==> src/rtl/fbs_pkg.sv <==
package fbs_pkg;
    typedef enum logic [1:0] {
        ST_IDLE   = 2'd0,
        ST_SEARCH = 2'd1,
        ST_LOCKED = 2'd2
    } fbs_state_e;
endpackage

==> src/rtl/fbs_dir_memory.sv <==
// Remembers the direction of the last accepted decision and flags a reversal.
module fbs_dir_memory (
    input  logic clk,
    input  logic rst_n,
    input  logic clear,
    input  logic capture,
    input  logic dir_up,
    output logic reversal
);
    logic prev_up;
    logic have_prev;

    always_ff @(posedge clk or negedge rst_n) begin
        if (!rst_n) begin
            prev_up   <= 1'b0;
            have_prev <= 1'b0;
        end else if (clear) begin
            have_prev <= 1'b0;
        end else if (capture) begin
            prev_up   <= dir_up;
            have_prev <= 1'b1;
        end
    end

    assign reversal = have_prev && (dir_up != prev_up);
endmodule

==> src/rtl/fbs_sat_step.sv <==
// Saturating add or subtract of a power-of-two step.
module fbs_sat_step #(
    parameter int W_CTRL = 8,
    parameter int POS_W  = $clog2(W_CTRL)
) (
    input  logic [W_CTRL-1:0] word_in,
    input  logic [POS_W-1:0]  pos,
    input  logic              up,
    output logic [W_CTRL-1:0] word_out
);
    localparam logic [W_CTRL-1:0] FULL = {W_CTRL{1'b1}};

    logic [W_CTRL:0] step_ext;
    logic [W_CTRL:0] sum_ext;

    always_comb begin
        step_ext = (W_CTRL+1)'(1) << pos;
        sum_ext  = {1'b0, word_in} + step_ext;
        if (up) begin
            word_out = sum_ext[W_CTRL] ? FULL : sum_ext[W_CTRL-1:0];
        end else if ({1'b0, word_in} < step_ext) begin
            word_out = '0;
        end else begin
            word_out = word_in - step_ext[W_CTRL-1:0];
        end
    end
endmodule

==> src/rtl/fbs_tracker.sv <==
module fbs_tracker
    import fbs_pkg::*;
#(
    parameter int W_CTRL = 8,
    parameter int POS_W  = $clog2(W_CTRL)
) (
    input  logic              clk,
    input  logic              rst_n,
    input  logic              start,
    input  logic              dec_valid,
    input  logic              dec_up,
    output logic [W_CTRL-1:0] ctrl_word,
    output logic [POS_W-1:0]  step_pos,
    output logic              freq_lock
);
    localparam logic [W_CTRL-1:0] MID_WORD = W_CTRL'(1) << (W_CTRL - 1);
    localparam logic [POS_W-1:0]  TOP_POS  = POS_W'(W_CTRL - 1);

    fbs_state_e state, state_nx;

    logic             reversal;
    logic             accept;
    logic             at_lsb;
    logic [POS_W-1:0] eff_pos;
    logic [W_CTRL-1:0] stepped_word;

    assign accept = (state == ST_SEARCH) && dec_valid && !start;
    assign at_lsb = (step_pos == '0);
    assign eff_pos = (reversal && !at_lsb) ? step_pos - POS_W'(1) : step_pos;

    fbs_dir_memory u_dir (
        .clk      (clk),
        .rst_n    (rst_n),
        .clear    (start),
        .capture  (accept),
        .dir_up   (dec_up),
        .reversal (reversal)
    );

    fbs_sat_step #(
        .W_CTRL (W_CTRL),
        .POS_W  (POS_W)
    ) u_step (
        .word_in  (ctrl_word),
        .pos      (eff_pos),
        .up       (dec_up),
        .word_out (stepped_word)
    );

    // State register
    always_ff @(posedge clk or negedge rst_n) begin
        if (!rst_n) state <= ST_IDLE;
        else        state <= state_nx;
    end

    // Transitions
    always_comb begin
        state_nx = state;
        unique case (state)
            ST_IDLE:   if (start) state_nx = ST_SEARCH;
            ST_SEARCH: begin
                if (start)                            state_nx = ST_SEARCH;
                else if (accept && reversal && at_lsb) state_nx = ST_LOCKED;
            end
            ST_LOCKED: if (start) state_nx = ST_SEARCH;
            default:   state_nx = ST_IDLE;
        endcase
    end

    // Outputs
    always_ff @(posedge clk or negedge rst_n) begin
        if (!rst_n) begin
            ctrl_word <= MID_WORD;
            step_pos  <= TOP_POS;
            freq_lock <= 1'b0;
        end else if (start) begin
            ctrl_word <= MID_WORD;
            step_pos  <= TOP_POS;
            freq_lock <= 1'b0;
        end else if (accept) begin
            if (reversal && at_lsb) begin
                freq_lock <= 1'b1;
            end else begin
                step_pos  <= eff_pos;
                ctrl_word <= stepped_word;
            end
        end
    end
endmodule

==> config.mk <==
export PLATFORM = sky130hd
export DESIGN_NAME = fbs_tracker
export DESIGN_NICKNAME = d
export VERILOG_FILES = /design/src/rtl/fbs_pkg.sv /design/src/rtl/fbs_dir_memory.sv /design/src/rtl/fbs_sat_step.sv /design/src/rtl/fbs_tracker.sv
export SDC_FILE = /design/constraint.sdc
export NUM_CORES = 1
export LEC_CHECK = 0
export CAP_MARGIN = 5
export CORE_ASPECT_RATIO = 0.7
export CORE_MARGIN = 2
export CORE_UTILIZATION = 56
export CTS_CLUSTER_DIAMETER = 80
export DETAILED_ROUTE_END_ITERATION = 10
export DONT_BUFFER_PORTS = 1
export GPL_TIMING_DRIVEN = 0
export PLACE_DENSITY = 0.84
export SLEW_MARGIN = 5
export SYNTH_ARGS = -nofsm -noshare
export SYNTH_HDL_FRONTEND = slang
export SYNTH_SLANG_ARGS = --single-unit
==> constraint.sdc <==
create_clock -name clk -period 3.3 [get_ports clk]
set_clock_uncertainty 0.15 [all_clocks]
set_input_delay 0.165 -clock clk [delete_from_list [all_inputs] [get_ports clk]]
set_output_delay 0.165 -clock clk [all_outputs]
set_load 0.005 [all_outputs]
==> results.md <==
* Setup repair after global routing missed its margin: yes
* Slowest-stage cell, CP: sky130_fd_sc_hd__dfstp_2
* CTS H-tree depth at 1
* Port buffer count at 0
* Number of buffers on the longest clock path at 2
* WHS Path Cells at 3
* Final hold violations at 0
* Power density normalized to cell area at 392 nW/um^2
* Number of antenna violations at the first check in global routing at 0
* Vias after detailed routing at 1677
* Hold crit path type: input port to register
* Initial DRT Pass Iterations at 4
* Post-layout worst setup margin at -0.0888 ns
* Fraction of the mapped netlist area in adder cells at 0.162
* Commonest non-fill, non-tap cell in the layout: sky130_fd_sc_hd__nor2_1
* Kind of end point of the critical path: register
* Number of clock sinks seen by CTS at 16
* Routability Congestion at 0.940
* Most frequent cells in the layout: 20 x sky130_fd_sc_hd__nor2_1, 16 x sky130_fd_sc_hd__nand2_1, 15 x sky130_fd_sc_hd__a21oi_1, 15 x sky130_fd_sc_hd__ha_1, 12 x sky130_fd_sc_hd__dfrtp_1
* Gr usage total at 0.273
* Arr. time, crit path at 3.42 ns
* Via count of the first global-routing pass at 1558
* Antenna diode count at 0
* Number of distinct library cells after synthesis at 53
* CTS tree: done
* Critical path buffer and inverter count at 2
* Main combinational cell family by area after synthesis: compound AO/OA/AOI/OAI gates
* Number of nets in the final layout at 250
* Run status: finished, violations left
* Critical Path Max Stage Delay at 0.64 ns
* Max-cap violations at 0
* Top cell by count, worst path: sky130_fd_sc_hd__ha_4
* Crit-path max FO at 6
* Syn. warnings at 0
* Required time of the critical path at 3.33 ns
* Number of rows created at floorplan at 16
* Synth Area in Simple Gates at 0.208
* Maximum number of pins on one net before global-route repair at 17
* Post-Synthesis Mean Instance Area at 8.22 sq um
* Number of design-rule violations left by the first detailed-router iteration at 111
* Startpoint type of the worst setup path: register
* Xor and xnor fraction of the mapped netlist area at 0.0410
* Register-to-register setup slack at -0.09 ns
* Number of I/O pins at 17
* Number of buffers created by CTS at 3
* HPWL after detailed placement at 3.20 mm
* Synth Register Bits at 16
* Pins Over Slew Limit at 0
* Maximum ir drop on the vdd rail at 290 uV
* Worst Setup Path Type: register to register
* DIE AREA at 3520 sq um
* Top Family by Delay on Critical Path: compound AO/OA/AOI/OAI gates
* Initial Util at 0.602
* Cells after synthesis at 208
* Final core utilization at 0.715
* Max_slew headroom at 0.498
* Via-per-instance ratio at 6.47
* CTS Root Buffer Type: sky130_fd_sc_hd__clkbuf_8
* Setup violators final at 8
* Die Span X at 70.1 microns
* Sequential-to-total area share from yosys stat at 0.237
* Area fraction in compound gates after synthesis at 0.295
* Clk slew on worst S/H paths at 0.07 ns
* Wire length per cell at 18.1 microns
* Violations in the final reports: negative setup slack
* Endpoint of the worst register-to-register path: ctrl_word[7]
* Critical-path cell list: inv_4, ha_4, ha_4, or2_4, nand2_4, o32a_1, buf_4, ha_4, nor2b_4, o31a_4, o41ai_4, xnor2_1, nand3_1, a32oi_1
* Transition time at the pin with the least slew margin at 0.750 ns
* Floorplan Core Area at 2840 sq um
* First-pass GRT wire length at 7.47 mm
* Area Growth Syn to Fin at 18.9%
* Top achievable clock speed at 295 MHz
* Clock latency at the later pin of the worst-skew pair at 0.26 ns
* Vert. Die Dim at 50.2 microns
* Startpoint of the worst hold path: dec_valid
* Depth of the most critical reg-to-reg path at 14
* Reg2Reg Launch Point: step_pos[0]
* Layout filler cell count at 227
* Final antenna-violating net count at 0
* Post-placement worst setup slack at -0.360 ns
* Sink of the worst hold path: state[0]
* Ratio of cells with drive above 1 in the final layout at 0.256
* Final critical delay including setup and external delays at 3.39 ns
* Portion of netlist area occupied by mux cells at 0.00585
* Post-synthesis net count at 234
* Final clock period utilization by the worst path at 1.03
* Netlist area before placement at 1710 sq um
* Residual DRC count at 0
* Overall routed net length at 4.69 mm
* Global route overflow at 0
* Leak at 0.873 nW
[cell usage after synthesis (all sizes together)]
master	number	area (sq um)
a21boi	1	7.51
a21oi	20	111
o22ai	4	25.0
o31a	2	26.3
o21a	1	7.51
inv	12	45.0
nand2	17	66.3
a211oi	1	7.51
nand3b	3	22.5
nand3	8	40.0
nor2	23	88.8
a32o	1	10.0
a32oi	2	17.5
ha	19	238
a21o	3	22.5
dfrtp	12	300
o21ai	16	83.8
fa	2	40.0
xor2	3	26.3
mux2i	1	10.0
or3	1	6.26
nor4	1	6.26
o22a	3	27.5
o211ai	2	15.0
o41ai	1	27.5
a31o	1	8.76
o31ai	6	45.0
o2bb2a	1	10.0
nor3	8	56.3
o21bai	4	30.0
or2	2	12.5
nor2b	5	31.3
o32a	1	10.0
buf	4	31.3
and3	2	12.5
o41a	1	11.3
xnor2	5	43.8
dfstp	4	105
clkbuf	3	11.3
nand2b	2	12.5
[what timing repair did]
| item | 4_1_cts | 5_1_grt |
|---|---|---|
| hold buffers | 1 | 0 |
| endpoints found under the hold margin | 16 | 0 |
| gates cloned | 0 | 0 |
| endpoints found under the setup margin | 8 | 8 |
| resized for setup | 23 | 8 |
| pin swaps | 13 | 6 |
| buffers inserted | 8 | 2 |
[layer usage]
metal	track usage	up-vias	wire, microns
li1	-	781	-
met1	0.389	802	2050
met2	0.395	84	2070
met3	0.0843	10	499
met4	0.0865	0	69
met5	0	-	0
[tightest hold or removal path: stages]
cell	delay (ns)
sky130_fd_sc_hd__nand2_1	0.03
sky130_fd_sc_hd__a21oi_1	0.14
sky130_fd_sc_hd__a21oi_1	0.05
[sequential cells by signal, indices dropped and copies added (netlist names)]
signal	count
state	2
ctrl_word	8
u_dir.prev_up	1
step_pos	3
u_dir.have_prev	1
freq_lock	1
[logic make-up (layout without fill, tap and decap cells)]
kind of cell,Yosys count,after routing
buffers and inverters,19,34
AND/OR/NAND/NOR,72,72
flip-flops,16,16
AO/OA/AOI/OAI,71,71
adder cells (fa/ha/maj),21,21
multiplexers,1,1
XOR/XNOR,8,8
[per-stage QoR]
step	power, mW	cell area [sq um]	hold slack [ns]	TNS, ns	instances
finish	0.798	2030	0.0213	-0.463	259
global route	0.844	2030	0.0463	-1.46	259
CTS	0.782	1990	0.0227	-0.0979	257
detailed placement	0.566	1760	-0.280	-2.18	244
global placement	0.557	1760	-0.280	-1.62	244
floorplan	0.505	1720	-0.281	0	208
[worst max path at each step]
| stage | startpoint | cells after the start | to | slack, ns |
|---|---|---|---|---|
| floorplan | step_pos[0] | 14 | ctrl_word[7] | 0.02 |
| global placement | step_pos[1] | 15 | ctrl_word[6] | -0.29 |
| detailed placement | step_pos[1] | 15 | ctrl_word[6] | -0.36 |
| CTS | step_pos[1] | 14 | ctrl_word[7] | -0.04 |
| global route | step_pos[0] | 14 | ctrl_word[7] | -0.23 |
| finish | step_pos[0] | 14 | ctrl_word[7] | -0.09 |
[final cells by class]
type                       instances  area (sq um)  area share
timing repair buffer              11          85.1      0.0418
multi-input combinational        173          1350       0.663
clock buffer                       4          55.1      0.0271
buffer                             7          46.3      0.0228
sequential                        16           405       0.199
inverter                          12          47.5      0.0234
tap                               36          45.0      0.0222
[power by group]
group	total, mW	internal [mW]	switching (mW)	leakage, nW
clock network	0.182	0.106	0.0763	0.0288
registers	0.242	0.215	0.0270	0.198
logic	0.374	0.162	0.212	0.646
No activity file was read; power rests on OpenSTA's default activity.
